### config.mk
export PLATFORM = sky130hd
export DESIGN_NAME = tick_timer64
export DESIGN_NICKNAME = d
export VERILOG_FILES = /design/src/rtl/tmr64_pkg.sv /design/src/rtl/tmr64_port.sv /design/src/rtl/tmr64_regs.sv /design/src/rtl/tmr64_prescale.sv /design/src/rtl/tmr64_counter.sv /design/src/rtl/tick_timer64.sv
export SDC_FILE = /design/constraint.sdc
export NUM_CORES = 1
export LEC_CHECK = 0
export BUFFER_PORTS_ARGS = -buffer_cell sky130_fd_sc_hd__buf_4
export CAP_MARGIN = 30
export CORE_MARGIN = 2
export CORE_UTILIZATION = 53
export DETAILED_ROUTE_END_ITERATION = 7
export MAX_ROUTING_LAYER = met4
export PLACE_DENSITY_LB_ADDON = 0.08
export RECOVER_POWER = 50
export REMOVE_ABC_BUFFERS = 1
export SLEW_MARGIN = 0
export SYNTH_ARGS = -nofsm -noshare
export SYNTH_HDL_FRONTEND = slang
export SYNTH_SLANG_ARGS = --single-unit
### constraint.sdc
create_clock -name clk_i -period 3.15 [get_ports clk_i]
set_input_delay 0 -clock clk_i [delete_from_list [all_inputs] [get_ports clk_i]]
set_output_delay 0 -clock clk_i [all_outputs]
set_load 0.1 [all_outputs]
### src/rtl/tmr64_pkg.sv
package tmr64_pkg;
  localparam int unsigned DATA_W = 32;

  typedef enum logic [3:0] {
    IDX_CTRL = 4'd0,
    IDX_CFG  = 4'd1,
    IDX_TLO  = 4'd2,
    IDX_THI  = 4'd3,
    IDX_CLO  = 4'd4,
    IDX_CHI  = 4'd5,
    IDX_IEN  = 4'd6,
    IDX_IST  = 4'd7,
    IDX_ITST = 4'd8
  } reg_idx_e;

  localparam int unsigned LAST_IDX = 8;
endpackage

### src/rtl/tmr64_port.sv
module tmr64_port
  import tmr64_pkg::*;
#(
  parameter int unsigned AW = 6
) (
  input  logic              clk_i,
  input  logic              rst_ni,
  input  logic              req_valid_i,
  output logic              req_ready_o,
  input  logic              req_write_i,
  input  logic [AW-1:0]     req_addr_i,
  input  logic [DATA_W-1:0] req_wdata_i,
  output logic              rsp_valid_o,
  input  logic              rsp_ready_i,
  output logic [DATA_W-1:0] rsp_rdata_o,
  input  logic [DATA_W-1:0] rd_data_i,
  output logic              acc_o,
  output logic              acc_we_o,
  output logic              acc_hit_o,
  output reg_idx_e          acc_idx_o,
  output logic [DATA_W-1:0] acc_wdata_o
);
  localparam int unsigned WIDX_W = AW - 2;

  logic [WIDX_W-1:0] widx;
  logic              unused_lsb;

  assign widx       = req_addr_i[AW-1:2];
  assign unused_lsb = ^req_addr_i[1:0];

  assign req_ready_o = !rsp_valid_o || rsp_ready_i;
  assign acc_o       = req_valid_i && req_ready_o;
  assign acc_we_o    = req_write_i;
  assign acc_hit_o   = (widx <= WIDX_W'(LAST_IDX));
  assign acc_idx_o   = reg_idx_e'(widx[3:0]);
  assign acc_wdata_o = req_wdata_i;

  always_ff @(posedge clk_i or negedge rst_ni) begin
    if (!rst_ni) begin
      rsp_valid_o <= 1'b0;
      rsp_rdata_o <= '0;
    end else if (acc_o) begin
      rsp_valid_o <= 1'b1;
      rsp_rdata_o <= req_write_i ? '0 : rd_data_i;
    end else if (rsp_ready_i) begin
      rsp_valid_o <= 1'b0;
    end
  end


  rsp_hold_chk: assert property (@(posedge clk_i) disable iff (!rst_ni)
    (rsp_valid_o && !rsp_ready_i) |=> (rsp_valid_o && $stable(rsp_rdata_o)));


  rsp_follows_req_chk: assert property (@(posedge clk_i) disable iff (!rst_ni)
    acc_o |=> rsp_valid_o);
endmodule

### src/rtl/tmr64_regs.sv
module tmr64_regs
  import tmr64_pkg::*;
#(
  parameter int unsigned TIME_W  = 64,
  parameter int unsigned PRESC_W = 12,
  parameter int unsigned STEP_W  = 8
) (
  input  logic               clk_i,
  input  logic               rst_ni,
  input  logic               wr_i,
  input  logic               hit_i,
  input  reg_idx_e           idx_i,
  input  logic [DATA_W-1:0]  wdata_i,
  input  logic [TIME_W-1:0]  time_i,
  input  logic               expired_i,
  output logic               active_o,
  output logic [PRESC_W-1:0] presc_o,
  output logic [STEP_W-1:0]  step_o,
  output logic [TIME_W-1:0]  cmp_o,
  output logic               ien_o,
  output logic               test_pulse_o,
  output logic               time_wr_lo_o,
  output logic               time_wr_hi_o,
  output logic [DATA_W-1:0]  rd_data_o
);
  localparam int unsigned HALF     = TIME_W / 2;
  localparam int unsigned STEP_LSB = 16;

  logic wr_ctrl, wr_cfg, wr_clo, wr_chi, wr_ien, wr_itst;

  always_comb begin
    wr_ctrl      = 1'b0;
    wr_cfg       = 1'b0;
    wr_clo       = 1'b0;
    wr_chi       = 1'b0;
    wr_ien       = 1'b0;
    wr_itst      = 1'b0;
    time_wr_lo_o = 1'b0;
    time_wr_hi_o = 1'b0;
    if (wr_i && hit_i) begin
      case (idx_i)
        IDX_CTRL: wr_ctrl      = 1'b1;
        IDX_CFG:  wr_cfg       = 1'b1;
        IDX_TLO:  time_wr_lo_o = 1'b1;
        IDX_THI:  time_wr_hi_o = 1'b1;
        IDX_CLO:  wr_clo       = 1'b1;
        IDX_CHI:  wr_chi       = 1'b1;
        IDX_IEN:  wr_ien       = 1'b1;
        IDX_ITST: wr_itst      = 1'b1;
        default:  ;
      endcase
    end
  end

  always_ff @(posedge clk_i or negedge rst_ni) begin
    if (!rst_ni) begin
      active_o     <= 1'b0;
      presc_o      <= '0;
      step_o       <= STEP_W'(1);
      cmp_o        <= '1;
      ien_o        <= 1'b0;
      test_pulse_o <= 1'b0;
    end else begin
      test_pulse_o <= wr_itst && wdata_i[0];
      if (wr_ctrl) active_o <= wdata_i[0];
      if (wr_cfg) begin
        presc_o <= wdata_i[PRESC_W-1:0];
        step_o  <= wdata_i[STEP_LSB +: STEP_W];
      end
      if (wr_clo) cmp_o[HALF-1:0]      <= wdata_i;
      if (wr_chi) cmp_o[TIME_W-1:HALF] <= wdata_i;
      if (wr_ien) ien_o <= wdata_i[0];
    end
  end

  always_comb begin
    rd_data_o = '0;
    if (hit_i) begin
      case (idx_i)
        IDX_CTRL: rd_data_o[0] = active_o;
        IDX_CFG: begin
          rd_data_o[PRESC_W-1:0]          = presc_o;
          rd_data_o[STEP_LSB +: STEP_W]   = step_o;
        end
        IDX_TLO:  rd_data_o = time_i[HALF-1:0];
        IDX_THI:  rd_data_o = time_i[TIME_W-1:HALF];
        IDX_CLO:  rd_data_o = cmp_o[HALF-1:0];
        IDX_CHI:  rd_data_o = cmp_o[TIME_W-1:HALF];
        IDX_IEN:  rd_data_o[0] = ien_o;
        IDX_IST:  rd_data_o[0] = expired_i;
        default:  rd_data_o = '0;
      endcase
    end
  end
endmodule

### src/rtl/tmr64_prescale.sv
module tmr64_prescale #(
  parameter int unsigned PRESC_W = 12
) (
  input  logic               clk_i,
  input  logic               rst_ni,
  input  logic               active_i,
  input  logic [PRESC_W-1:0] presc_i,
  output logic               tick_o
);
  logic [PRESC_W-1:0] cnt_q;

  assign tick_o = active_i && (cnt_q >= presc_i);

  always_ff @(posedge clk_i or negedge rst_ni) begin
    if (!rst_ni)       cnt_q <= '0;
    else if (!active_i) cnt_q <= '0;
    else if (tick_o)   cnt_q <= '0;
    else               cnt_q <= cnt_q + PRESC_W'(1);
  end
endmodule

### src/rtl/tmr64_counter.sv
module tmr64_counter #(
  parameter int unsigned TIME_W = 64,
  parameter int unsigned STEP_W = 8
) (
  input  logic              clk_i,
  input  logic              rst_ni,
  input  logic              active_i,
  input  logic              tick_i,
  input  logic [STEP_W-1:0] step_i,
  input  logic              wr_lo_i,
  input  logic              wr_hi_i,
  input  logic [TIME_W/2-1:0] wdata_i,
  output logic [TIME_W-1:0] time_o
);
  localparam int unsigned HALF = TIME_W / 2;

  always_ff @(posedge clk_i or negedge rst_ni) begin
    if (!rst_ni) begin
      time_o <= '0;
    end else if (wr_lo_i || wr_hi_i) begin
      if (wr_lo_i) time_o[HALF-1:0]      <= wdata_i;
      if (wr_hi_i) time_o[TIME_W-1:HALF] <= wdata_i;
    end else if (tick_i) begin
      time_o <= time_o + TIME_W'(step_i);
    end
  end


  step_advance_chk: assert property (@(posedge clk_i) disable iff (!rst_ni)
    (tick_i && !wr_lo_i && !wr_hi_i) |=> (time_o == $past(time_o) + TIME_W'($past(step_i))));


  idle_hold_chk: assert property (@(posedge clk_i) disable iff (!rst_ni)
    (!active_i && !wr_lo_i && !wr_hi_i) |=> $stable(time_o));
endmodule

### src/rtl/tick_timer64.sv
module tick_timer64
  import tmr64_pkg::*;
#(
  parameter int unsigned AW      = 6,
  parameter int unsigned TIME_W  = 64,
  parameter int unsigned PRESC_W = 12,
  parameter int unsigned STEP_W  = 8
) (
  input  logic              clk_i,
  input  logic              rst_ni,
  input  logic              req_valid_i,
  output logic              req_ready_o,
  input  logic              req_write_i,
  input  logic [AW-1:0]     req_addr_i,
  input  logic [DATA_W-1:0] req_wdata_i,
  output logic              rsp_valid_o,
  input  logic              rsp_ready_i,
  output logic [DATA_W-1:0] rsp_rdata_o,
  output logic              irq_o
);
  logic              acc, acc_we, acc_hit;
  reg_idx_e          acc_idx;
  logic [DATA_W-1:0] acc_wdata, rd_data;
  logic              active, ien, test_pulse, tick, expired;
  logic              time_wr_lo, time_wr_hi;
  logic [PRESC_W-1:0] presc;
  logic [STEP_W-1:0]  step;
  logic [TIME_W-1:0]  time_val, cmp_val;

  tmr64_port #(.AW(AW)) u_port (
    .clk_i, .rst_ni,
    .req_valid_i, .req_ready_o, .req_write_i, .req_addr_i, .req_wdata_i,
    .rsp_valid_o, .rsp_ready_i, .rsp_rdata_o,
    .rd_data_i   (rd_data),
    .acc_o       (acc),
    .acc_we_o    (acc_we),
    .acc_hit_o   (acc_hit),
    .acc_idx_o   (acc_idx),
    .acc_wdata_o (acc_wdata)
  );

  tmr64_regs #(.TIME_W(TIME_W), .PRESC_W(PRESC_W), .STEP_W(STEP_W)) u_regs (
    .clk_i, .rst_ni,
    .wr_i         (acc && acc_we),
    .hit_i        (acc_hit),
    .idx_i        (acc_idx),
    .wdata_i      (acc_wdata),
    .time_i       (time_val),
    .expired_i    (expired),
    .active_o     (active),
    .presc_o      (presc),
    .step_o       (step),
    .cmp_o        (cmp_val),
    .ien_o        (ien),
    .test_pulse_o (test_pulse),
    .time_wr_lo_o (time_wr_lo),
    .time_wr_hi_o (time_wr_hi),
    .rd_data_o    (rd_data)
  );

  tmr64_prescale #(.PRESC_W(PRESC_W)) u_presc (
    .clk_i, .rst_ni,
    .active_i (active),
    .presc_i  (presc),
    .tick_o   (tick)
  );

  tmr64_counter #(.TIME_W(TIME_W), .STEP_W(STEP_W)) u_count (
    .clk_i, .rst_ni,
    .active_i (active),
    .tick_i   (tick),
    .step_i   (step),
    .wr_lo_i  (time_wr_lo),
    .wr_hi_i  (time_wr_hi),
    .wdata_i  (acc_wdata),
    .time_o   (time_val)
  );

  assign expired = (time_val >= cmp_val);
  assign irq_o   = (expired && ien) || test_pulse;


  enabled_expiry_irq_chk: assert property (@(posedge clk_i) disable iff (!rst_ni)
    (ien && (time_val >= cmp_val)) |-> irq_o);
endmodule

==> impl_results.md, run 1 <==
- IO Pins: between 70 and 80
- Synth Register Bits: 196
- Minimum clock period: about 3 ns
- Total power: 7940 uW
- Post-Layout Cell Count: 1771
- Area Overhead vs Synth: 17.4%
- Reg clk slew, reported paths: approximately 0.08 ns
- Max-slew headroom: -71.8%
- Final RePlAce weighted congestion: between 0.9 and 1
- Htree depth: 4
- Worst Path Arrival: 3.06 ns
- CP Max Fanout: 3
- DP Cell Count: 1702
- CTS buffer count: 17
- Core ar.: 22600 sq um
- Row count: 55
- Final nets: 1602
- Root Driver: clkbuf_16
- Synth cell types: 79
- Skew final: 0.0151 ns
- FF+latch area: about 5000 sq um
- Status: complete, but fails checks
- Area of the multi-input gates: 6610 sq um
- Die width: 155 um
- DRC Markers: 0
- Failing checks: capacitance limit, slew limit
- Antenna Cells: 0
- Gr ovfl total: 0
- Fin crit share: between 90% and 100%
- Leak Pwr: 0.00641 uW
- Initial antenna violation count: 0
- Placed cell area: about 13000 sq um
- Worst-Skew Late Latency: 0.45 ns
- Sequential-to-total area share from yosys stat: 41.0%
- Yosys top cell by area: dfrtp_1
- CTS Buffer Depth: 2
- First-pass GRT wire length: 58900 um
- # fillers: 1949
- Final HPWL DP: roughly 26000 um
- Postcts setup bufs: 0
- Synth Cell Area: around 12000 sq um
- Final Max Tran Viols: 98
- Main area contributors after synthesis: dfrtp_1 (27%), dfstp_2 (14%), ha_1 (8.7%)
- Top cell type's share of synthesized area: 27.0%
- Die area: 24200 sq um
- Detailed Route WL: around 37000 um
- Routed Antenna Nets: 0
- Max Cap Viol: 1
- TritonCTS clock tree: built
- Drt pass-1 iters: 6
- Post-synthesis instance total: between 1000 and 1500
- Die height: 155 um
- Maximum VDD drop: 373 uV
- CP Class: reg -> out
- Syn Area/Cell: 9.00 sq um
- All-Layer GR Usage: approximately a third
- Achievable Freq: approximately 330 MHz
- Critical Path Source Type: register
- I/O Buffers: 75
- Final Hold Viols: 0
- PD cells: 556 nW/um^2
- DR iter-0 viols: 1170
- Layout cells sized above 1: 17.9%
- Number of flops mapped to enable cells by yosys: 0
- Worst Tran Pin Value: 2.58 ns
- HP Class: in -> reg
- Yosys warning total: 0
- Post-route cell area: 14300 sq um
- RSZ-0062 raised after global routing: no
- DR vias: about 11000
- R2R setup slack: 0.19 ns
- Asr flop ratio synth: 100%
- Clock sinks: ~200
- Setup Viol. Count Final: 0
- Largest net degree at the start of global routing: 98
- DR WL/cell: 20.8 um
- Vias in the first global route: 10600
- Setup TNS: 0 ns
- Final core utilization: about 63%
- Via density: approximately 6.2
- WP data required: approximately 3.2 ns
- Top FF cell, synth: dfrtp_1
- Crit path capture type: output port
- Starting Density: a little over half
-- worst paths after layout --
| kind | from | end | depth (start not counted) |
|---|---|---|---|
| worst max-delay path | u_regs.cmp_o[7] | irq_o | 10 |
| worst min-delay path | req_addr_i[4] | u_regs.ien_o | 4 |
| worst max register to register | u_regs.step_o[0] | u_count.time_o[36] | 10 |
| worst min register to register | u_port.rsp_rdata_o[31] | u_port.rsp_rdata_o[31] | 2 |
| max in group asynchronous | rst_ni | u_count.time_o[15] | 3 |
| min in group asynchronous | rst_ni | u_port.rsp_rdata_o[22] | 2 |
-- power by group --
group          internal, uW  switching [uW]  total, uW  leakage, uW
clock network          1360            1090       2450     0.000312
registers              2950             292       3240      0.00232
logic                   890            1360       2250      0.00378
total                  5200            2740       7940      0.00641
-- logic make-up (layout without fill, tap and decap cells) --
| logic type | after synthesis | count (layout) | synth area share, % |
|---|---|---|---|
| compound gates | 447 | 447 | 24.2 |
| xor+xnor | 13 | 13 | 0.936 |
| fa+ha+maj | 86 | 86 | 8.91 |
| buf+inv | 165 | 300 | 5.67 |
| flops | 196 | 196 | 41.0 |
| mux | 44 | 44 | 3.96 |
| simple gates | 400 | 400 | 15.4 |
-- registers in the layout (all words and copies together) (netlist names) --
name / flops
u_regs.active_o: 1
u_regs.presc_o: 12
u_presc.cnt_q: 12
u_regs.cmp_o: 64
u_regs.ien_o: 1
u_port.rsp_valid_o: 1
u_count.time_o: 64
u_port.rsp_rdata_o: 32
u_regs.step_o: 8
u_regs.test_pulse_o: 1
-- final cells by class --
cell class,count,share of cell area (%)
clock buffers,18,3.01
clock inverters,14,1.50
inverters,92,2.42
multi-input cells,990,46.3
flip-flops and latches,196,34.9
well taps,285,2.50
repair buffers,176,9.33
-- through the flow --
step / setup WS, ns / hold WS [ns]
6_report: 0.0881 / 0.129
5_1_grt: 0.00638 / 0.135
4_1_cts: 0.0179 / 0.114
3_5_place_dp: 0.0853 / 0.151
3_3_place_gp: 0.157 / 0.147
2_1_floorplan: -2.52 / -0.296
-- synthesized netlist by cell type (4+ instances only) --
master     instances
buf_4              5
nor2_1            87
a221o_1           20
a211oi_1           4
ha_1              85
buf_1              4
a21o_1             5
nor4_1             4
a21oi_1           98
nand3_1           36
and4_1             5
o22a_1            20
o21ai_0          140
dfstp_2           65
a41oi_1            5
a221oi_1          14
a31oi_1           17
xor2_1             8
nand4_1           26
nand2b_1           5
a21oi_2            5
clkbuf_1          43
or3_1              9
and3_1            17
o21a_1            15
mux2_2            23
o211ai_1           5
and2_1             5
o22ai_1           20
nor2b_1            6
xnor2_1            5
nand2_1          172
buf_6              4
nor3_1            12
buf_2             16
a22o_1            31
dfrtp_1          131
inv_1             92
mux2i_1           20
a2bb2oi_1         10
-- worst max-delay path, cell delays in order, from the launching register on --
cell,delay (ns)
dfstp_2,0.55
inv_1,0.05
ha_1,0.30
nand4_1,0.09
o31a_1,0.38
o41ai_4,0.37
a31oi_2,0.18
o31ai_2,0.21
buf_4,0.15
a21o_1,0.14
buf_12,0.18
-- placed cells by master, fill, tap and decap left out, types with 16 or more instances in the layout --
cell and count:
mux2_2 23, mux2i_1 20, a22o_1 31, a21oi_1 98, nand2_1 172, nor2_1 85
o21ai_0 140, a221o_1 20, clkbuf_1 34, buf_4 96, ha_1 84, and3_1 17
dfrtp_1 131, nand4_1 26, a31oi_1 16, nand3_1 35, clkbuf_16 17, o22ai_1 20
dfstp_2 65, o22a_1 20, inv_1 92, dlygate4sd3_1 38
-- per-layer routing --
layer,wire [um],global-route usage [%]
met3,2380,4.51
met2,16500,48.0
met4,884,10.1
met5,0,-
met1,17100,45.7
-- repair_timing --
action | CTS | global route
endpoints found under the hold margin | 188 | 0
cloned | 0 | 0
hold buffers | 38 | 0
resized for setup | 12 | 7
endpoints found under the setup margin | 1 | 6
pin swaps | 8 | 7
No activity file was read; power rests on OpenSTA's default activity.
==> run 2: changes to the inputs <==
Settings changed: RECOVER_POWER 50 to default.
Clock period 3.15 ns to 2.6 ns, I/O delays scaled along.
==> impl_results.md, run 2 (same netlist as run 1, synthesis figures left out) <==
- Antenna Cells: 0
- PD cells: 634 nW/um^2
- Leak Pwr: 0.00705 uW
- DR WL/cell: about 21 um
- R2R setup slack: -0.03 ns
- Critical path origin: u_regs.cmp_o[1]
- TritonCTS clock tree: built
- Crit path capture type: output port
- Drt pass-1 iters: 5
- Worst Path Arrival: 3.08 ns
- Final Max Tran Viols: 0
- Worst Tran Pin Value: roughly 0.68 ns
- CP Class: reg -> out
- Commonest non-fill, non-tap cell in the layout: buf_4
- Setup WS pre-CTS: -0.536 ns
- Vias in the first global route: 11200
- DR vias: between 10000 and 15000
- WP data required: 2.60 ns
- Routed Antenna Nets: 0
- Area Overhead vs Synth: 26.5%
- Die height: 155 um
- Clock sinks: 196
- Slowest stage cell, crit path: dfstp_2
- Final Hold Viols: 0
- Reg clk slew, reported paths: 0.08 ns
- Largest net degree at the start of global routing: 91
- Detailed Route WL: 38800 um
- Die width: 155 um
- Worst hold slack: 0.0337 ns
- Max Cap Viol: 0
- I/O Buffers: 75
- Starting Density: 53.9%
- Placed cell area: approximately 14000 sq um
- Row count: 55
- Crit path largest cell delay: between 0.5 and 0.6 ns
- CTS buffer count: 17
- Status: complete, but fails checks
- Htree depth: 4
- R2r startpoint: u_regs.step_o[0]
- Achievable Freq: 325 MHz
- CTS Buffer Depth: 2
- Crit-path cells: inv_1 -> ha_4 -> a2111oi_4 -> buf_4 -> o31a_1 -> o41ai_2 -> buf_4 -> a31oi_4 -> o31ai_4 -> a21o_1 -> buf_12
- Final nets: 1689
- Minimum clock period: 3.08 ns
- Worst-Skew Late Latency: 0.45 ns
- First-pass GRT wire length: 61000 um
- Initial antenna violation count: 0
- # fillers: 1820
- Worst Reg-to-Reg Cells: 10
- CP Max Fanout: 2
- Fin crit share: 118%
- DRC Markers: 0
- Root Driver: clkbuf_16
- Final RePlAce weighted congestion: 0.981
- Top cell by count, worst path: buf_4
- DP Cell Count: 1781
- RSZ-0062 raised after global routing: yes
- Failing checks: setup timing
- IO Pins: 78
- HP Class: in -> reg
- Largest regs: u_count.time_o: 64 flops, u_regs.cmp_o: 64 flops, u_port.rsp_rdata_o: 32 flops
- Final HPWL DP: 27500 um
- Post-Layout Cell Count: roughly 1900
- Gr ovfl total: 0
- Capture point of the critical path: irq_o
- DR iter-0 viols: around 920
- Die area: 24200 sq um
- Skew final: 0.0187 ns
- Final WS setup: -0.476 ns
- RR Endpoint: u_count.time_o[34]
- Max-slew headroom: 54.3%
- Core ar.: ~23000 sq um
- Critical Path Source Type: register
- Layout cells sized above 1: 27.7%
- Setup Viol. Count Final: 5
- Maximum VDD drop: 337 uV
- Via density: 6.19
- Total power: 9750 uW
- Most frequent cells in the layout: buf_4 (213), nand2_1 (169), o21ai_0 (133)
- All-Layer GR Usage: approximately 33%
- Post-route cell area: 15400 sq um
==> run 2: changes by cell type in the layout (fill, tap and decap cells not counted), sizes merged <==
cell / before / now
buf: 101 / 224
clkbuf: 55 / 21
bufinv: 4 / 0
clkinv: 2 / 4
clkinvlp: 1 / 3
dlygate4sd3: 38 / 37
inv: 99 / 98
==> run 2: critical path: cells and delay by family, from the launching register on <==
| kind | cells | cell delay, ns |
|---|---|---|
| AOI/OAI and AO/OA | 6 | 1.21 |
| DFF | 1 | 0.54 |
| adders and majority gates | 1 | 0.28 |
| buffers and inverters | 4 | 0.60 |
==> run 2: worst min-delay path by stage <==
stage                        startpoint                      to  slack [ns]  cells after the start
after detailed placement         rst_ni  u_port.rsp_rdata_o[21]        0.08                      1
after global routing      req_addr_i[3]   u_port.rsp_rdata_o[0]        0.08                      4
after CTS                 req_addr_i[3]   u_port.rsp_rdata_o[0]        0.03                      4
final                     req_addr_i[3]   u_port.rsp_rdata_o[0]        0.03                      4
after global placement           rst_ni  u_port.rsp_rdata_o[21]        0.08                      1
after floorplan                  rst_ni       u_count.time_o[0]       -0.30                      0
==> run 2: stage by stage <==
stage                     util, %  TNS (ns)
after CTS                    66.5    -0.418
after detailed placement     61.7     -1.57
after global routing         68.1     -1.95
after global placement       61.6     -1.70
after floorplan                 -   -309.88
final                        68.1    -0.553
==> run 2: layout make-up <==
class	count	area [sq um]	share of cell area, %
Clock buffer	19	443	2.88
Clock inverter	13	114	0.740
Inverter	92	345	2.25
Multi-Input combinational cell	990	6940	45.1
Sequential cell	196	4990	32.4
Tap cell	285	357	2.32
Timing Repair Buffer	263	2190	14.3
==> run 2: where the power goes <==
| part | leakage [uW] | switching, uW | internal [uW] | total (uW) |
|---|---|---|---|---|
| clock | 0.000266 | 1340 | 1280 | 2620 |
| sequential | 0.00232 | 345 | 3570 | 3920 |
| combinational | 0.00447 | 1840 | 1370 | 3210 |
==> run 2: per-layer routing <==
layer	track usage, %	vias to the layer above	share of wire [%]
met2	49.9	445	45
li1	-	5335	-
met3	5.40	59	6.8
met4	9.22	0	2.2
met5	-	-	0
met1	47.3	5656	46
==> run 2: repair_timing <==
action | 4_1_cts | 5_1_grt
hold endpoints to repair | 199 | 0
cloned | 0 | 1
endpoints found under the setup margin | 19 | 60
gates resized for setup | 31 | 63
buffers inserted | 3 | 5
hold buffers | 37 | 0
pin swaps | 15 | 34
==> run 3: changes to the inputs <==
==> constraint.sdc (replaced) <==
create_clock -name clk_i -period 2.6 [get_ports clk_i]
set_input_delay 0.52 -clock clk_i [delete_from_list [all_inputs] [get_ports clk_i]]
set_output_delay 0.52 -clock clk_i [all_outputs]
set_load 0.1 [all_outputs]
==> impl_results.md, run 3 (same netlist as run 1, synthesis figures left out) <==
- Skew final: 0.0131 ns
- Commonest non-fill, non-tap cell in the layout: buf_4
- Sum of buffers and inverters on the critical path: 2
- Crit path depth: 9
- Cts hold-fix bufs: 0
- Crit path largest cell delay: between 0.5 and 0.6 ns
- Antenna Cells: 0
- Die width: ~160 um
- Leak Pwr: 0.00721 uW
- Worst Reg-to-Reg Cells: 12
- CTS Buffer Depth: 2
- Gr ovfl total: 0
- Placed cell area: 14400 sq um
- R2r startpoint: u_regs.step_o[0]
- R2R setup slack: -0.06 ns
- Area of the multi-input gates: 6970 sq um
- PD cells: 639 nW/um^2
- Most frequent cells in the layout: buf_4 (255), nand2_1 (169), o21ai_0 (132)
- Failing checks: setup timing
- Final WS setup: -0.976 ns
- Achievable Freq: 280 MHz
- Maximum VDD drop: 460 uV
- DR WL/cell: 21.0 um
- Routed Antenna Nets: 0
- Setup Viol. Count Final: 6
- Drt pass-1 iters: 5
- # fillers: roughly 1800
- Final Max Tran Viols: 0
- Root Driver: clkbuf_16
- IO Pins: 78
- Layout cells sized above 1: between 30% and 40%
- Die height: 155 um
- DRC Markers: 0
- WP data required: 2.08 ns
- Crit path capture type: output port
- Largest net degree at the start of global routing: 98
- Critical Path Source Type: register
- Clock sinks: 196
- Critical path origin: u_regs.cmp_o[57]
- Detailed Route WL: a little under 40000 um
- Total power: 9950 uW
- Die area: roughly 24000 sq um
- Core ar.: ~23000 sq um
- TritonCTS clock tree: built
- Status: complete, but fails checks
- Largest regs: u_count.time_o: 64 flops, u_regs.cmp_o: 64 flops, u_port.rsp_rdata_o: 32 flops
- DR vias: between 10000 and 15000
- Area Overhead vs Synth: 28.0%
- Crit path max-delay family: simple AND/OR/NAND/NOR gates
- Initial antenna violation count: 0
- FF+latch area: 4990 sq um
- Setup WS pre-CTS: -1.04 ns
- Htree depth: 4
- RR Endpoint: u_count.time_o[58]
- Worst Tran Pin Value: 0.923 ns
- CP Max Fanout: 2
- Max Cap Viol: 0
- Vias in the first global route: roughly 11000
- HP Class: in -> async
- CP Class: reg -> out
- Reg clk slew, reported paths: 0.08 ns
- Post-Layout Cell Count: 1875
- Max-slew headroom: 38.4%
- Slowest stage cell, crit path: dfstp_2
- RSZ-0062 raised after global routing: yes
- DP Cell Count: roughly 1800
- Via density: 6.19
- Worst-Skew Late Latency: 0.44 ns
- I/O Buffers: 75
- DR iter-0 viols: 1042
- Worst Path Arrival: 3.06 ns
- Post-route cell area: 15600 sq um
- First-pass GRT wire length: about 61000 um
- Row count: between 50 and 60
- Crit-path cells: inv_2 -> ha_4 -> nand3_1 -> nor3_4 -> nand4_1 -> or3_4 -> o31ai_4 -> a21o_1 -> buf_12
- Final HPWL DP: between 20000 and 30000 um
- Starting Density: 53.9%
- Final Hold Viols: 0
- Final nets: between 1500 and 2000
- Minimum clock period: 3.58 ns
- CTS buffer count: 17
- Fin crit share: 138%
- All-Layer GR Usage: 33.7%
- Capture point of the critical path: irq_o
- Final RePlAce weighted congestion: 0.960
run 3: changes by cell type in the layout (fill, tap and decap cells not counted), sizes merged:
cell | before | now
buf | 224 | 279
dlygate4sd3 | 37 | 0
clkinv | 4 | 2
bufinv | 0 | 1
clkbuf | 21 | 20
inv | 98 | 99
run 3: final cells by class:
class	instances	share of cell area [%]
inverter	92	2.22
sequential	196	32.0
clock inverter	13	0.908
tap	285	2.29
clock buffer	19	2.78
timing repair buffer	280	15.0
multi-input combinational	990	44.8
run 3: layer usage:
layer / track usage [%] / part of all wire, % / vias up / routed length [um]
li1: - / - / 5388 / -
met1: 46.4 / 44 / 5637 / 17500
met2: 51.9 / 46 / 511 / 18200
met3: 6.02 / 7.3 / 78 / 2880
met4: 8.87 / 2.3 / 0 / 890
met5: - / 0 / - / 0
run 3: where the power goes:
part           switching [uW]  internal (uW)
logic                    1970           1490
registers                 263           3570
clock network            1290           1360
run 3: metrics by stage:
stage               utilization, %  setup TNS, ns  hold WS [ns]
CTS                           67.8         -0.946        0.0752
finish                        69.0          -1.08        0.0715
detailed placement            63.9          -2.81         0.473
global route                  69.0          -1.88        0.0900
floorplan                        -        -318.72         0.224
global placement              63.9          -2.09         0.461
run 3: how the worst min path moves through the flow:
| stage | start | end | cells after the start |
|---|---|---|---|
| after global routing | rst_ni | u_count.time_o[21] | 1 |
| after detailed placement | u_port.rsp_rdata_o[28] | u_port.rsp_rdata_o[28] | 2 |
| after floorplan | rst_ni | u_count.time_o[0] | 0 |
| after CTS | rst_ni | u_regs.step_o[4] | 1 |
| after global placement | u_port.rsp_rdata_o[29] | u_port.rsp_rdata_o[29] | 2 |
| final | rst_ni | u_port.rsp_rdata_o[22] | 1 |
run 3: timing repair:
action | 4_1_cts | 5_1_grt
resized for setup | 54 | 52
pin swaps | 20 | 32
endpoints found under the setup margin | 31 | 66
buffers inserted | 5 | 5
